$ cat src/rtl/memcyc_pkg.sv
`timescale 1ns/1ps
package memcyc_pkg;

  typedef enum logic [2:0] {
    PH_IDLE    = 3'd0,
    PH_SETUP   = 3'd1,
    PH_STROBE  = 3'd2,
    PH_WAIT    = 3'd3,
    PH_LAST    = 3'd4,
    PH_RELEASE = 3'd5
  } phase_t;

  // chip select is held across setup and all strobe phases
  function automatic logic ph_selected(phase_t p);
    return (p == PH_SETUP) || (p == PH_STROBE) || (p == PH_WAIT) || (p == PH_LAST);
  endfunction

  // read or write strobe is active in these phases
  function automatic logic ph_strobing(phase_t p);
    return (p == PH_STROBE) || (p == PH_WAIT) || (p == PH_LAST);
  endfunction

  // clocks spent in non-idle phases for a given wait count
  function automatic int unsigned cycle_clocks(int unsigned waits);
    return waits + 4;
  endfunction

endpackage

$ cat src/rtl/memcyc_seq.sv
`timescale 1ns/1ps
module memcyc_seq
  import memcyc_pkg::*;
#(
  parameter int WAIT_W = 4
) (
  input  logic              clk,
  input  logic              rst_n,
  input  logic              req_i,
  input  logic [WAIT_W-1:0] wait_i,
  output phase_t            phase_q,
  output phase_t            phase_d,
  output logic              accept_o,
  output logic              capture_o,
  output logic              finish_o
);

  logic [WAIT_W-1:0] cnt_q;
  logic              cnt_zero;
  logic              cnt_one;

  assign cnt_zero = (cnt_q == '0);
  assign cnt_one  = (cnt_q == WAIT_W'(1));

  always_comb begin
    phase_d = phase_q;
    unique case (phase_q)
      PH_IDLE:    if (req_i) phase_d = PH_SETUP;
      PH_SETUP:   phase_d = PH_STROBE;
      PH_STROBE:  phase_d = cnt_zero ? PH_LAST : PH_WAIT;
      PH_WAIT:    phase_d = cnt_one ? PH_LAST : PH_WAIT;
      PH_LAST:    phase_d = PH_RELEASE;
      PH_RELEASE: phase_d = PH_IDLE;
      default:    phase_d = PH_IDLE;
    endcase
  end

  always_ff @(posedge clk or negedge rst_n) begin
    if (!rst_n) begin
      phase_q <= PH_IDLE;
      cnt_q   <= '0;
    end else begin
      phase_q <= phase_d;
      if (phase_q == PH_SETUP) begin
        cnt_q <= wait_i;
      end else if (phase_q == PH_WAIT) begin
        cnt_q <= cnt_q - WAIT_W'(1);
      end
    end
  end

  assign accept_o  = (phase_q == PH_IDLE) && req_i;
  assign capture_o = (phase_q == PH_LAST);
  assign finish_o  = (phase_q == PH_RELEASE);

endmodule

$ cat src/rtl/memcyc_hold.sv
`timescale 1ns/1ps
module memcyc_hold #(
  parameter int ADDR_W = 16,
  parameter int DATA_W = 32,
  parameter int WAIT_W = 4
) (
  input  logic              clk,
  input  logic              rst_n,
  input  logic              accept_i,
  input  logic              capture_i,
  input  logic              we_i,
  input  logic [ADDR_W-1:0] addr_i,
  input  logic [DATA_W-1:0] wdata_i,
  input  logic [WAIT_W-1:0] wait_i,
  input  logic [DATA_W-1:0] din_i,
  output logic              we_q,
  output logic [ADDR_W-1:0] addr_q,
  output logic [DATA_W-1:0] wdata_q,
  output logic [WAIT_W-1:0] wait_q,
  output logic [DATA_W-1:0] rdata_q
);

  always_ff @(posedge clk or negedge rst_n) begin
    if (!rst_n) begin
      we_q    <= 1'b0;
      addr_q  <= '0;
      wdata_q <= '0;
      wait_q  <= '0;
    end else if (accept_i) begin
      we_q    <= we_i;
      addr_q  <= addr_i;
      wdata_q <= wdata_i;
      wait_q  <= wait_i;
    end
  end

  always_ff @(posedge clk or negedge rst_n) begin
    if (!rst_n) begin
      rdata_q <= '0;
    end else if (capture_i && !we_q) begin
      rdata_q <= din_i;
    end
  end

endmodule

$ cat src/rtl/memcyc_pins.sv
`timescale 1ns/1ps
module memcyc_pins
  import memcyc_pkg::*;
(
  input  logic   clk,
  input  logic   rst_n,
  input  phase_t phase_q,
  input  phase_t phase_d,
  input  logic   we_q,
  output logic   ce_n_o,
  output logic   we_n_o,
  output logic   oe_n_o,
  output logic   dq_oe_o,
  output logic   rd_rise_n_o,
  output logic   rd_fall_n_o
);

  // rising-edge strobes, loaded from the next phase so pins are flop outputs
  always_ff @(posedge clk or negedge rst_n) begin
    if (!rst_n) begin
      ce_n_o      <= 1'b1;
      we_n_o      <= 1'b1;
      rd_rise_n_o <= 1'b1;
    end else begin
      ce_n_o      <= !ph_selected(phase_d);
      we_n_o      <= !(ph_strobing(phase_d) && we_q);
      rd_rise_n_o <= !(ph_strobing(phase_d) && !we_q);
    end
  end

  // falling-edge copy delays the opening of OE# by half a clock
  always_ff @(negedge clk or negedge rst_n) begin
    if (!rst_n) begin
      rd_fall_n_o <= 1'b1;
    end else begin
      rd_fall_n_o <= rd_rise_n_o;
    end
  end

  // active-low AND of the two strobes
  assign oe_n_o  = rd_rise_n_o | rd_fall_n_o;
  assign dq_oe_o = we_q && (phase_q != PH_IDLE);

endmodule

$ cat src/rtl/memcyc_ctrl.sv
`timescale 1ns/1ps
module memcyc_ctrl
  import memcyc_pkg::*;
#(
  parameter int ADDR_W = 16,
  parameter int DATA_W = 32,
  parameter int WAIT_W = 4
) (
  input  logic              clk,
  input  logic              rst_n,
  input  logic              req_i,
  input  logic              req_we_i,
  input  logic [ADDR_W-1:0] req_addr_i,
  input  logic [DATA_W-1:0] req_wdata_i,
  input  logic [WAIT_W-1:0] wait_cfg_i,
  output logic              idle_o,
  output logic              ack_o,
  output logic [DATA_W-1:0] rdata_o,
  output logic [ADDR_W-1:0] mem_addr_o,
  output logic [DATA_W-1:0] mem_dout_o,
  input  logic [DATA_W-1:0] mem_din_i,
  output logic              mem_dq_oe_o,
  output logic              mem_ce_n_o,
  output logic              mem_oe_n_o,
  output logic              mem_we_n_o
);

  phase_t            phase_q;
  phase_t            phase_d;
  logic              accept;
  logic              capture;
  logic              finish;
  logic              we_q;
  logic [WAIT_W-1:0] wait_q;
  logic              rd_rise_n;
  logic              rd_fall_n;

  memcyc_seq #(.WAIT_W(WAIT_W)) u_seq (
    .clk       (clk),
    .rst_n     (rst_n),
    .req_i     (req_i),
    .wait_i    (wait_q),
    .phase_q   (phase_q),
    .phase_d   (phase_d),
    .accept_o  (accept),
    .capture_o (capture),
    .finish_o  (finish)
  );

  memcyc_hold #(.ADDR_W(ADDR_W), .DATA_W(DATA_W), .WAIT_W(WAIT_W)) u_hold (
    .clk       (clk),
    .rst_n     (rst_n),
    .accept_i  (accept),
    .capture_i (capture),
    .we_i      (req_we_i),
    .addr_i    (req_addr_i),
    .wdata_i   (req_wdata_i),
    .wait_i    (wait_cfg_i),
    .din_i     (mem_din_i),
    .we_q      (we_q),
    .addr_q    (mem_addr_o),
    .wdata_q   (mem_dout_o),
    .wait_q    (wait_q),
    .rdata_q   (rdata_o)
  );

  memcyc_pins u_pins (
    .clk         (clk),
    .rst_n       (rst_n),
    .phase_q     (phase_q),
    .phase_d     (phase_d),
    .we_q        (we_q),
    .ce_n_o      (mem_ce_n_o),
    .we_n_o      (mem_we_n_o),
    .oe_n_o      (mem_oe_n_o),
    .dq_oe_o     (mem_dq_oe_o),
    .rd_rise_n_o (rd_rise_n),
    .rd_fall_n_o (rd_fall_n)
  );

  assign idle_o = (phase_q == PH_IDLE);
  assign ack_o  = finish;

endmodule

$ cat config.mk
export PLATFORM = sky130hd
export DESIGN_NAME = memcyc_ctrl
export DESIGN_NICKNAME = d
export VERILOG_FILES = /design/src/rtl/memcyc_pkg.sv /design/src/rtl/memcyc_seq.sv /design/src/rtl/memcyc_hold.sv /design/src/rtl/memcyc_pins.sv /design/src/rtl/memcyc_ctrl.sv
export SDC_FILE = /design/constraint.sdc
export NUM_CORES = 1
export LEC_CHECK = 0
export BUFFER_PORTS_ARGS = -buffer_cell sky130_fd_sc_hd__buf_2
export CAP_MARGIN = 5
export CORE_UTILIZATION = 50
export DETAILED_ROUTE_END_ITERATION = 10
export GPL_TIMING_DRIVEN = 0
export PLACE_DENSITY = 0.83
export SKIP_CTS_REPAIR_TIMING = 1
export SLEW_MARGIN = 30
export SYNTH_ARGS = -nofsm -noshare
export SYNTH_HDL_FRONTEND = slang
export SYNTH_SLANG_ARGS = --single-unit
$ cat constraint.sdc
create_clock -name clk -period 3.45 [get_ports clk]
set_input_delay 0.69 -clock clk [delete_from_list [all_inputs] [get_ports clk]]
set_output_delay 0.69 -clock clk [all_outputs]
set_load 0.01 [all_outputs]
==> metrics.txt <==
initial cell density of the core=52.2%; HPWL after DPL=slightly above 6 mm; CTS H-tree depth=3; Post-synth top flop=dfrtp_1; WL per Instance=15.2 µm; DRC errors left=0; top post-synthesis cells by area=dfrtp_1 (56%), mux2_4 (18%), mux2_2 (9.1%); Reg clk slew, reported paths=0.10 ns; Synthesized Nets=approximately 340; max-cap viol count=0; setup slack after layout=-0.0476 ns; TritonCTS clock tree=done; area grow syn2layout=31.1%; Post-synth top cells=dfrtp_1 (92), mux2_4 (50), mux2_2 (33); routability cong.=0.727; status=complete, but fails checks; Tightest Pin Transition=approximately 0.47 ns; Yosys top cell by area=dfrtp_1; Synth top area share=between 50 and 60%; final hold viol count=0; relative slew slack=68.6%; Routed Antenna Nets=0; clock sink count=96; Worst path max stage delay=0.51 ns; pwr dens=795 mW/mm²; synth warn=0; Layout Utilization=68.4%; CP endpoint kind=output port; EDFF count, synth=0; Lkg Pwr=2.67 nW; Cell Chain, Critical Path=or2_4 > buf_6; first-pass GRT wire length=12.9 mm; Detailed Route WL=roughly 8.1 mm; critical path type=flip-flop to output port; Final Skew=0.0421 ns; vias per cell=4.80; core area=0.00781 mm²; initial antenna violation count=0; synthesized area=0.00408 mm²; Top-Level Pins=174; vias in the first global route=2606; CTS max path bufs=2; post-route setup TNS=-0.0476 ns; Diodes inserted=0; Die H=92.3 µm; CP required=~2.8 ns; Critical Path Source Type=flip-flop; Mapped Cells=245; placed cell count=521; top-count cell post-synth=dfrtp_1; clock root buffer=clkbuf_8; row cnt=32; RSZ-0062 raised after global routing=yes; Finished Layout Cells=537; Tot GR Track Use=19.7%; die area=between 0.008 and 0.009 mm²; total CTS buffers=9; async set or reset register ratio after synthesis=100%; largest net degree at the start of global routing=52; layout cells sized above 1=67.6%; failing checks=setup timing; Netlist cell types=31; Yosys reg bits=96; Crit-path slowest cell=dfstp_2; total power=between 4 and 5 mW; Avg Inst Size Synth=16.6 µm²; sequential fraction of the synthesis area=59.1%; DRT Pass-1 Iters=4; VDD IR-drop max=~450 µV; Final nets=521; final setup violation count=1; Max Transition Viols Final=0; Skew-Pair Late Insertion Delay=0.38 ns; grt ovf=0; largest fanout on the critical path=1; Critical Path AT=~2.8 ns; die width=92.3 µm; # port buffers=~170; vias=2578; DRT iter0 DRCs=50; Hold/Removal Path Class=primary input to async pin
final cells by class:
cell class | count | area (µm²)
Clock inverter | 6 | 90.1
Buffer | 14 | 191
Fill cell | 576 | 2460
Clock buffer | 11 | 151
Inverter | 4 | 15.0
Tap cell | 102 | 128
Multi-Input combinational cell | 130 | 1460
Timing Repair Buffer | 174 | 898
Sequential cell | 96 | 2410
final timing paths:
path,cells after the start,from,endpoint,slack [ns]
worst max-delay path,2,u_pins.rd_fall_n_o$_DFF_NN1_,mem_oe_n_o,-0.05
worst min-delay path,1,rst_n,u_hold.wdata_q[2]$_DFFE_PN0P_,0.27
worst max register to register,0,u_pins.rd_rise_n_o$_DFF_PN1_,u_pins.rd_fall_n_o$_DFF_NN1_,1.17
worst min register to register,1,u_hold.rdata_q[23]$_DFFE_PN0P_,u_hold.rdata_q[23]$_DFFE_PN0P_,0.50
max in group asynchronous,2,rst_n,u_pins.rd_fall_n_o$_DFF_NN1_,0.83
min in group clk,1,u_hold.rdata_q[23]$_DFFE_PN0P_,u_hold.rdata_q[23]$_DFFE_PN0P_,0.50
cells by family after synthesis:
group	Yosys count	share of synthesized area (%)
fa+ha+maj	3	0.921
simple gates	25	3.87
compound gates	15	2.43
mux	87	28.6
buf+inv	19	5.16
flops	96	59.1
report_power, final:
part | internal (mW) | switching [mW]
logic | 0.906 | 0.670
clock network | 0.455 | 0.387
registers | 1.58 | 0.246
sequential cells by signal, summed over array words and instances (netlist names):
| signal | flops |
|---|---|
| u_hold.we_q | 1 |
| u_pins.ce_n_o | 1 |
| u_hold.wdata_q | 32 |
| u_pins.we_n_o | 1 |
| u_pins.rd_fall_n_o | 1 |
| u_seq.phase_q | 3 |
| u_hold.wait_q | 4 |
| u_pins.rd_rise_n_o | 1 |
| u_hold.rdata_q | 32 |
| u_hold.addr_q | 16 |
| u_seq.cnt_q | 4 |
metrics by stage:
step                      hold WS (ns)  area (µm²)  setup WS (ns)
final                            0.270        5340        -0.0476
after global routing             0.291        5340        -0.0878
after CTS                        0.275        5330         -0.133
after detailed placement         0.477        5100          0.280
after global placement           0.464        5070         -0.441
after floorplan                  0.394        4080          0.392
critical path, delay by kind of cell (launching register included):
family | cells | cell delay, ns
flops | 1 | 0.51
buf+inv | 1 | 0.09
simple gates | 1 | 0.10
per-layer routing:
layer  vias to the layer above  GRT usage (%)  part of all wire (%)
met5                         -              0                     0
met4                         0           6.38                   1.3
met3                         9           2.87                   3.1
met2                        70           35.6                    55
met1                      1274           24.2                    40
li1                       1225              -                     -
layout by cell type (no fill, tap or decap), types with 2 or more instances in the layout:
master,synthesis,layout
buf_2,0,171
dfrtp_1,92,92
mux2_4,50,50
mux2_2,33,33
clkbuf_8,0,11
buf_6,5,7
buf_12,6,7
nor2_1,6,6
inv_1,5,5
nand2_1,5,5
o21ai_0,5,5
dfstp_2,4,4
nand2b_1,3,3
o22a_1,3,3
ha_1,3,3
mux2i_1,2,2
nor3_1,2,2
clkbuf_1,2,2
or3_1,2,2
a21oi_1,2,2
mux2_1,2,2
clkinv_4,0,2
bufinv_16,0,2
No activity file was read; power rests on OpenSTA's default activity.
